$ cat config.mk
export PLATFORM = sky130hd
export DESIGN_NAME = cq_sequencer
export DESIGN_NICKNAME = d
export VERILOG_FILES = /design/src/rtl/cq_pkg.sv /design/src/rtl/cq_flag.sv /design/src/rtl/cq_ctrl.sv /design/src/rtl/cq_sequencer.sv
export SDC_FILE = /design/constraint.sdc
export NUM_CORES = 1
export LEC_CHECK = 0
export BUFFER_PORTS_ARGS = -buffer_cell sky130_fd_sc_hd__buf_4
export CORE_ASPECT_RATIO = 2
export CORE_UTILIZATION = 41
export DETAILED_ROUTE_END_ITERATION = 16
export HOLD_SLACK_MARGIN = 0.1
export PLACE_DENSITY = 0.75
export RECOVER_POWER = 50
export REMOVE_ABC_BUFFERS = 1
export SYNTH_ARGS = -nofsm -noshare
export SYNTH_HDL_FRONTEND = slang
export SYNTH_SLANG_ARGS = --single-unit
$ cat constraint.sdc
create_clock -name clk -period 3.72 [get_ports clk]
set_input_delay 0.372 -clock clk [delete_from_list [all_inputs] [get_ports clk]]
set_output_delay 0.372 -clock clk [all_outputs]
set_load 0.1 [all_outputs]
$ cat src/rtl/cq_pkg.sv
package cq_pkg;
   typedef enum logic [1:0] {
      ST_IDLE   = 2'b00,
      ST_ACTIVE = 2'b01,
      ST_PAUSED = 2'b10
   } cq_status_e;

   typedef enum logic [1:0] {
      PH_IDLE,
      PH_FETCH,
      PH_CONV,
      PH_HOLD
   } cq_phase_e;

   localparam int FLAG_DONE  = 0;
   localparam int FLAG_PAUSE = 1;
   localparam int NUM_FLAGS  = 2;
endpackage

$ cat src/rtl/cq_flag.sv
module cq_flag (
   input  logic clk,
   input  logic rst_n,
   input  logic set_i,
   input  logic rd_i,
   input  logic wr_i,
   input  logic wbit_i,
   output logic flag_o
);
   logic armed_q;
   logic clr;

   // a clear needs a write of 0 that follows a read which saw 1
   assign clr = wr_i && armed_q && !wbit_i;

   always_ff @(posedge clk) begin
      if (!rst_n) begin
         flag_o  <= 1'b0;
         armed_q <= 1'b0;
      end else begin
         if (set_i)      flag_o <= 1'b1;   // hardware set wins
         else if (clr)   flag_o <= 1'b0;
         if (wr_i)                  armed_q <= 1'b0;
         else if (rd_i && flag_o)   armed_q <= 1'b1;
      end
   end
endmodule

$ cat src/rtl/cq_ctrl.sv
module cq_ctrl
   import cq_pkg::*;
#(
   parameter int CHAN_W    = 6,
   parameter int CMD_DEPTH = 64,
   parameter int RES_W     = 10,
   parameter int ADDR_W    = $clog2(CMD_DEPTH)
) (
   input  logic              clk,
   input  logic              rst_n,
   input  logic              trig_i,
   input  logic              sw_mode_i,
   input  logic [ADDR_W-1:0] bound_i,
   output logic [ADDR_W-1:0] cmd_addr_o,
   input  logic [CHAN_W:0]   cmd_data_i,
   output logic              conv_req_o,
   output logic [CHAN_W-1:0] conv_chan_o,
   input  logic              conv_done_i,
   input  logic [RES_W-1:0]  conv_res_i,
   output logic              res_we_o,
   output logic [ADDR_W-1:0] res_addr_o,
   output logic [RES_W-1:0]  res_data_o,
   output logic              set_done_o,
   output logic              set_pause_o,
   output cq_status_e        status_o
);
   localparam logic [CHAN_W-1:0] END_CODE = {CHAN_W{1'b1}};
   localparam logic [ADDR_W-1:0] TOP_ADDR = ADDR_W'(CMD_DEPTH - 1);

   cq_phase_e         phase_q;
   logic [ADDR_W-1:0] ptr_q;
   logic [CHAN_W-1:0] chan_q;
   logic              pause_q;

   logic [CHAN_W-1:0] cmd_chan;
   logic              cmd_pause;
   logic              is_end_code;
   logic              last_cmd;
   logic              conv_finish;
   logic [ADDR_W-1:0] ptr_nxt;

   assign cmd_chan    = cmd_data_i[CHAN_W-1:0];
   assign cmd_pause   = cmd_data_i[CHAN_W];
   assign is_end_code = (cmd_chan == END_CODE);
   assign ptr_nxt     = ptr_q + 1'b1;
   assign last_cmd    = (ptr_q == TOP_ADDR) ||
                        ((bound_i != '0) && (ptr_nxt == bound_i));
   assign conv_finish = (phase_q == PH_CONV) && conv_done_i;

   assign cmd_addr_o  = ptr_q;
   assign conv_req_o  = (phase_q == PH_CONV);
   assign conv_chan_o = chan_q;
   assign res_we_o    = conv_finish;
   assign res_addr_o  = ptr_q;
   assign res_data_o  = conv_res_i;

   assign set_done_o  = ((phase_q == PH_FETCH) && is_end_code) ||
                        (conv_finish && last_cmd);
   assign set_pause_o = conv_finish && pause_q;

   always_ff @(posedge clk) begin
      if (!rst_n) begin
         phase_q <= PH_IDLE;
         ptr_q   <= '0;
         chan_q  <= '0;
         pause_q <= 1'b0;
      end else begin
         case (phase_q)
            PH_IDLE: if (trig_i) begin
               ptr_q   <= '0;
               phase_q <= PH_FETCH;
            end
            PH_FETCH: if (is_end_code) begin
               phase_q <= PH_IDLE;
            end else begin
               chan_q  <= cmd_chan;
               pause_q <= cmd_pause;
               phase_q <= PH_CONV;
            end
            PH_CONV: if (conv_done_i) begin
               if (last_cmd) begin
                  phase_q <= PH_IDLE;
               end else begin
                  ptr_q   <= ptr_nxt;
                  phase_q <= (pause_q && !sw_mode_i) ? PH_HOLD : PH_FETCH;
               end
            end
            PH_HOLD: if (trig_i) phase_q <= PH_FETCH;
            default: phase_q <= PH_IDLE;
         endcase
      end
   end

   always_comb begin
      case (phase_q)
         PH_IDLE: status_o = ST_IDLE;
         PH_HOLD: status_o = ST_PAUSED;
         default: status_o = ST_ACTIVE;
      endcase
   end
endmodule

$ cat src/rtl/cq_sequencer.sv
module cq_sequencer
   import cq_pkg::*;
#(
   parameter int CHAN_W    = 6,
   parameter int CMD_DEPTH = 64,
   parameter int RES_W     = 10,
   localparam int ADDR_W   = $clog2(CMD_DEPTH)
) (
   input  logic              clk,
   input  logic              rst_n,
   input  logic              trig_i,
   input  logic              sw_mode_i,
   input  logic [ADDR_W-1:0] bound_i,
   output logic [ADDR_W-1:0] cmd_addr_o,
   input  logic [CHAN_W:0]   cmd_data_i,
   output logic              conv_req_o,
   output logic [CHAN_W-1:0] conv_chan_o,
   input  logic              conv_done_i,
   input  logic [RES_W-1:0]  conv_res_i,
   output logic              res_we_o,
   output logic [ADDR_W-1:0] res_addr_o,
   output logic [RES_W-1:0]  res_data_o,
   input  logic              reg_rd_i,
   input  logic              reg_wr_i,
   input  logic [1:0]        reg_wdata_i,
   output logic [1:0]        reg_rdata_o,
   input  logic              cie_i,
   input  logic              pie_i,
   output logic              irq_o,
   output logic [1:0]        status_o
);
   if (CHAN_W < 1) begin : g_bad_chan
      $error("cq_sequencer: CHAN_W must be at least 1");
   end
   if (CMD_DEPTH < 2) begin : g_bad_depth
      $error("cq_sequencer: CMD_DEPTH must be at least 2");
   end
   if (RES_W < 1) begin : g_bad_res
      $error("cq_sequencer: RES_W must be at least 1");
   end

   cq_status_e          status;
   logic [NUM_FLAGS-1:0] flag_set;
   logic [NUM_FLAGS-1:0] flag_q;
   logic [NUM_FLAGS-1:0] flag_en;

   cq_ctrl #(
      .CHAN_W    (CHAN_W),
      .CMD_DEPTH (CMD_DEPTH),
      .RES_W     (RES_W),
      .ADDR_W    (ADDR_W)
   ) i_ctrl (
      .clk         (clk),
      .rst_n       (rst_n),
      .trig_i      (trig_i),
      .sw_mode_i   (sw_mode_i),
      .bound_i     (bound_i),
      .cmd_addr_o  (cmd_addr_o),
      .cmd_data_i  (cmd_data_i),
      .conv_req_o  (conv_req_o),
      .conv_chan_o (conv_chan_o),
      .conv_done_i (conv_done_i),
      .conv_res_i  (conv_res_i),
      .res_we_o    (res_we_o),
      .res_addr_o  (res_addr_o),
      .res_data_o  (res_data_o),
      .set_done_o  (flag_set[FLAG_DONE]),
      .set_pause_o (flag_set[FLAG_PAUSE]),
      .status_o    (status)
   );

   assign flag_en[FLAG_DONE]  = cie_i;
   assign flag_en[FLAG_PAUSE] = pie_i;

   for (genvar g = 0; g < NUM_FLAGS; g++) begin : g_flag
      cq_flag i_flag (
         .clk    (clk),
         .rst_n  (rst_n),
         .set_i  (flag_set[g]),
         .rd_i   (reg_rd_i),
         .wr_i   (reg_wr_i),
         .wbit_i (reg_wdata_i[g]),
         .flag_o (flag_q[g])
      );
   end

   assign reg_rdata_o = flag_q;
   assign irq_o       = |(flag_q & flag_en);
   assign status_o    = status;
endmodule

==> flow_metrics.py <==
metrics = {
    "critical_path": {
        "worstRegToRegCells": 7,
        "critPathRequiredTime_ns": 3.86,
        "path_class": "register to register",
        "crit_slowest_cell": "nor3_1",
        "cp-endpoint": "i_ctrl.cmd_addr_o[4]",
        "crit_buf_inv": 0,
        "crit_cells": 7,
        "crit_family": "simple AND/OR/NAND/NOR gates",
        "critPathLaunchType": "register",
        "cp.arrival_ns": 2.43,
        "crit_path_end_kind": "register",
        "r2r_end": "i_ctrl.cmd_addr_o[4]",
        "slowest_delay_ns": 0.51,
        "crit_start": "i_ctrl.cmd_addr_o[0]",
        "rrSetupSlack_ns": 1.43,
        "cp_max_fo": 8,
        "r2r_start": "i_ctrl.cmd_addr_o[0]",
        "worstPathCellList": "ha_1 -> nand3_1 -> xnor2_1 -> nand4_1 -> nor3_1 -> nor4_1 -> a211o_1",
    },
    "layout": {
        "drive_above_1_share_pct": 26.9,
        "area_growth_pct": 21.5,
        "fin_cells": 200,
        "num_antenna_cells": 0,
        "num-fill-cells": 279,
        "nets": 212,
    },
    "detailed_routing": {
        "routedWlPerCell_um": 15.0,
        "vias_per_cell": 5.57,
        "drc": 0,
        "drtIter0Drc": 19,
        "vias": 1114,
        "drtAntennaViolNets": 0,
        "firstDrtPassIters": 4,
        "drt-total-wl_um": 2990,
    },
    "die": {
        "start_util_pct": 43.9,
        "die_x_um": 40.5,
        "rows": 27,
        "ios": 69,
        "core_mm2": 0.00277,
        "die_h_um": 79.0,
        "die-area_mm2": 0.00320,
    },
    "global_route": {
        "grt_pass1_vias": 1060,
        "grt_max_degree": 18,
        "antenna_found_initial": 0,
        "grt_pass1_wl_um": 4360,
        "grt_use_total_pct": 19.2,
        "gr-total-overflow": 0,
    },
    "synth": {
        "synth_xor_area_share_pct": 6.48,
        "synthArstFlopShare_pct": 0,
        "synthFlopType": "dfxtp_1",
        "ys_seq_elements": 19,
        "syn_area_mm2": 0.00122,
        "netlist_instances": 139,
        "ys_types": 39,
        "synth_top_family_by_area": "simple AND/OR/NAND/NOR gates",
        "synth_edf_count": 0,
        "synthMuxAreaShare_pct": 4.12,
        "synth-simple-area-share_pct": 19.3,
        "avgSynthCellArea_um2": 8.75,
        "seq_area_frac_synth_pct": 31.3,
        "yosys_warnings": 0,
        "synth_compound_area_share_pct": 18.7,
        "synthAdderAreaFrac_pct": 6.17,
    },
    "placed_design": {
        "dp_slack_ns": 1.47,
        "gp_congestion": 0.849,
        "dp_cells": 196,
        "numPortBuffers": 48,
        "hpwl_um": 2430,
    },
    "pwr": {
        "powerDensity_mw_per_mm2": 658,
        "power_leakage_uw": 0.000678,
        "ir_drop_uv": 414,
    },
    "hold_path": {
        "min_path_cells": 3,
        "hp-class": "input pin to register",
    },
    "cts": {
        "cts_resized": 0,
        "ctsLongestPathBuffers": 2,
        "htreeDepth": 1,
        "cts_made_buffers": 3,
        "ctsHoldBuffers": 0,
        "clk_pin_slew_ns": 0.07,
        "tritoncts": "built",
        "cts_sinks": 19,
        "worst_skew_pair.late_latency_ns": 0.25,
        "cts_setup_buffers": 0,
        "root_buffer": "clkbuf_8",
    },
    "sta": {
        "slew_viol_final": 0,
        "fin_crit_ns": 2.29,
        "max_freq_mhz": 437,
        "slew_headroom_pct": 22.3,
        "worst_pin_slew_ns": 1.17,
        "clock-skew-final_ns": 0.00256,
        "hold_violations": 0,
        "setup_ws_ns": 1.43,
        "setup_viol_count_final": 0,
        "rsz0062_at_grt": "false",
        "post-route-period-util_pct": 61.5,
        "finalSetupTns_ns": 0,
    },
    "flow_run": {
        "drv_cap": 0,
    },
    "run_status": {
        "status": "complete, no violations",
    },
}
kinds of logic (layout without fill, tap and decap cells):
| group | after synthesis | after routing |
|---|---|---|
| xor+xnor | 9 | 9 |
| simple gates | 43 | 43 |
| buf+inv | 27 | 59 |
| compound gates | 30 | 30 |
| mux | 5 | 5 |
| flops | 19 | 19 |
| fa+ha+maj | 6 | 6 |
Yosys cell counts, types with 2 or more instances:
| cell | n | area share (%) |
|---|---|---|
| inv_1 | 7 | 2.2 |
| nor2_1 | 4 | 1.2 |
| dfxtp_1 | 19 | 31 |
| nor3_1 | 3 | 1.2 |
| and3_1 | 3 | 1.5 |
| o221a_2 | 3 | 2.8 |
| o21ai_0 | 6 | 2.5 |
| a21oi_1 | 6 | 2.5 |
| nand3_1 | 9 | 3.7 |
| clkbuf_1 | 2 | 0.62 |
| a21o_1 | 2 | 1.2 |
| nor2b_1 | 5 | 2.6 |
| and2_1 | 2 | 1.0 |
| xnor2_1 | 6 | 4.3 |
| mux2i_1 | 5 | 4.1 |
| nand2_1 | 9 | 2.8 |
| xor2_1 | 3 | 2.2 |
| nand4_1 | 2 | 1.0 |
| ha_1 | 6 | 6.2 |
| buf_4 | 18 | 11 |
worst min-delay path by stage:
stage / startpoint / to
after detailed placement: g_flag[1].i_flag.armed_q / g_flag[1].i_flag.armed_q
after floorplan: g_flag[0].i_flag.armed_q / g_flag[0].i_flag.armed_q
after CTS: reg_rd_i / g_flag[0].i_flag.armed_q
after global routing: cmd_data_i[4] / i_ctrl.conv_chan_o[4]
final: reg_rd_i / g_flag[0].i_flag.armed_q
after global placement: g_flag[1].i_flag.armed_q / g_flag[1].i_flag.armed_q
per-layer routing:
layer	up-vias	global-route usage (%)	part of all wire [%]
li1	542	-	-
met1	491	16.5	34
met2	77	36.7	55
met3	4	5.87	9.1
met4	0	6.33	1.3
met5	-	0	0
placed cells by master, fill, tap and decap left out, types with 4 or more instances in the layout:
cell type  netlist  final
clkbuf_1         2     11
nor2_1           4      4
xnor2_1          6      6
dfxtp_1         19     19
a21oi_1          6      6
inv_1            7      7
nor2b_1          5      5
ha_1             6      6
nand2_1          9      9
buf_4           18     38
mux2i_1          5      5
nand3_1          9      9
o21ai_0          6      6
area by class of cell:
class | instances | area, um2 | share of cell area [%]
clock buffers | 4 | 45.0 | 3.05
inverters | 7 | 26.3 | 1.78
multi-input cells | 93 | 667 | 45.1
flip-flops and latches | 19 | 380 | 25.7
well taps | 29 | 36.3 | 2.46
repair buffers | 48 | 323 | 21.8
worst min-delay path, stage by stage:
cell and delay, ns:
buf_4 0.08, a21oi_1 0.06, nor2_1 0.07
state kept, by name, indices dropped and copies added, names as in the netlist:
name                   count
i_ctrl.cmd_addr_o          6
i_ctrl.conv_chan_o         6
g_flag.i_flag.armed_q      2
g_flag.i_flag.flag_o       2
i_ctrl.phase_q             2
i_ctrl.pause_q             1
metrics by stage:
step           area (um2)  util [%]  hold slack [ns]  total power, uW
3_3_place_gp         1470      53.1            0.458              847
4_1_cts              1520      54.7            0.378              995
2_1_floorplan        1070         -            0.437              728
6_report             1480      53.3            0.370              973
3_5_place_dp         1470      53.1            0.478              854
5_1_grt              1480      53.3            0.383             1020
report_power, final:
part           switching (uW)  internal, uW  leakage (uW)
logic                     434           136      0.000501
registers                25.3           236      0.000154
clock network            65.4          76.1     0.0000228
Power figures use the tool's default switching activity.
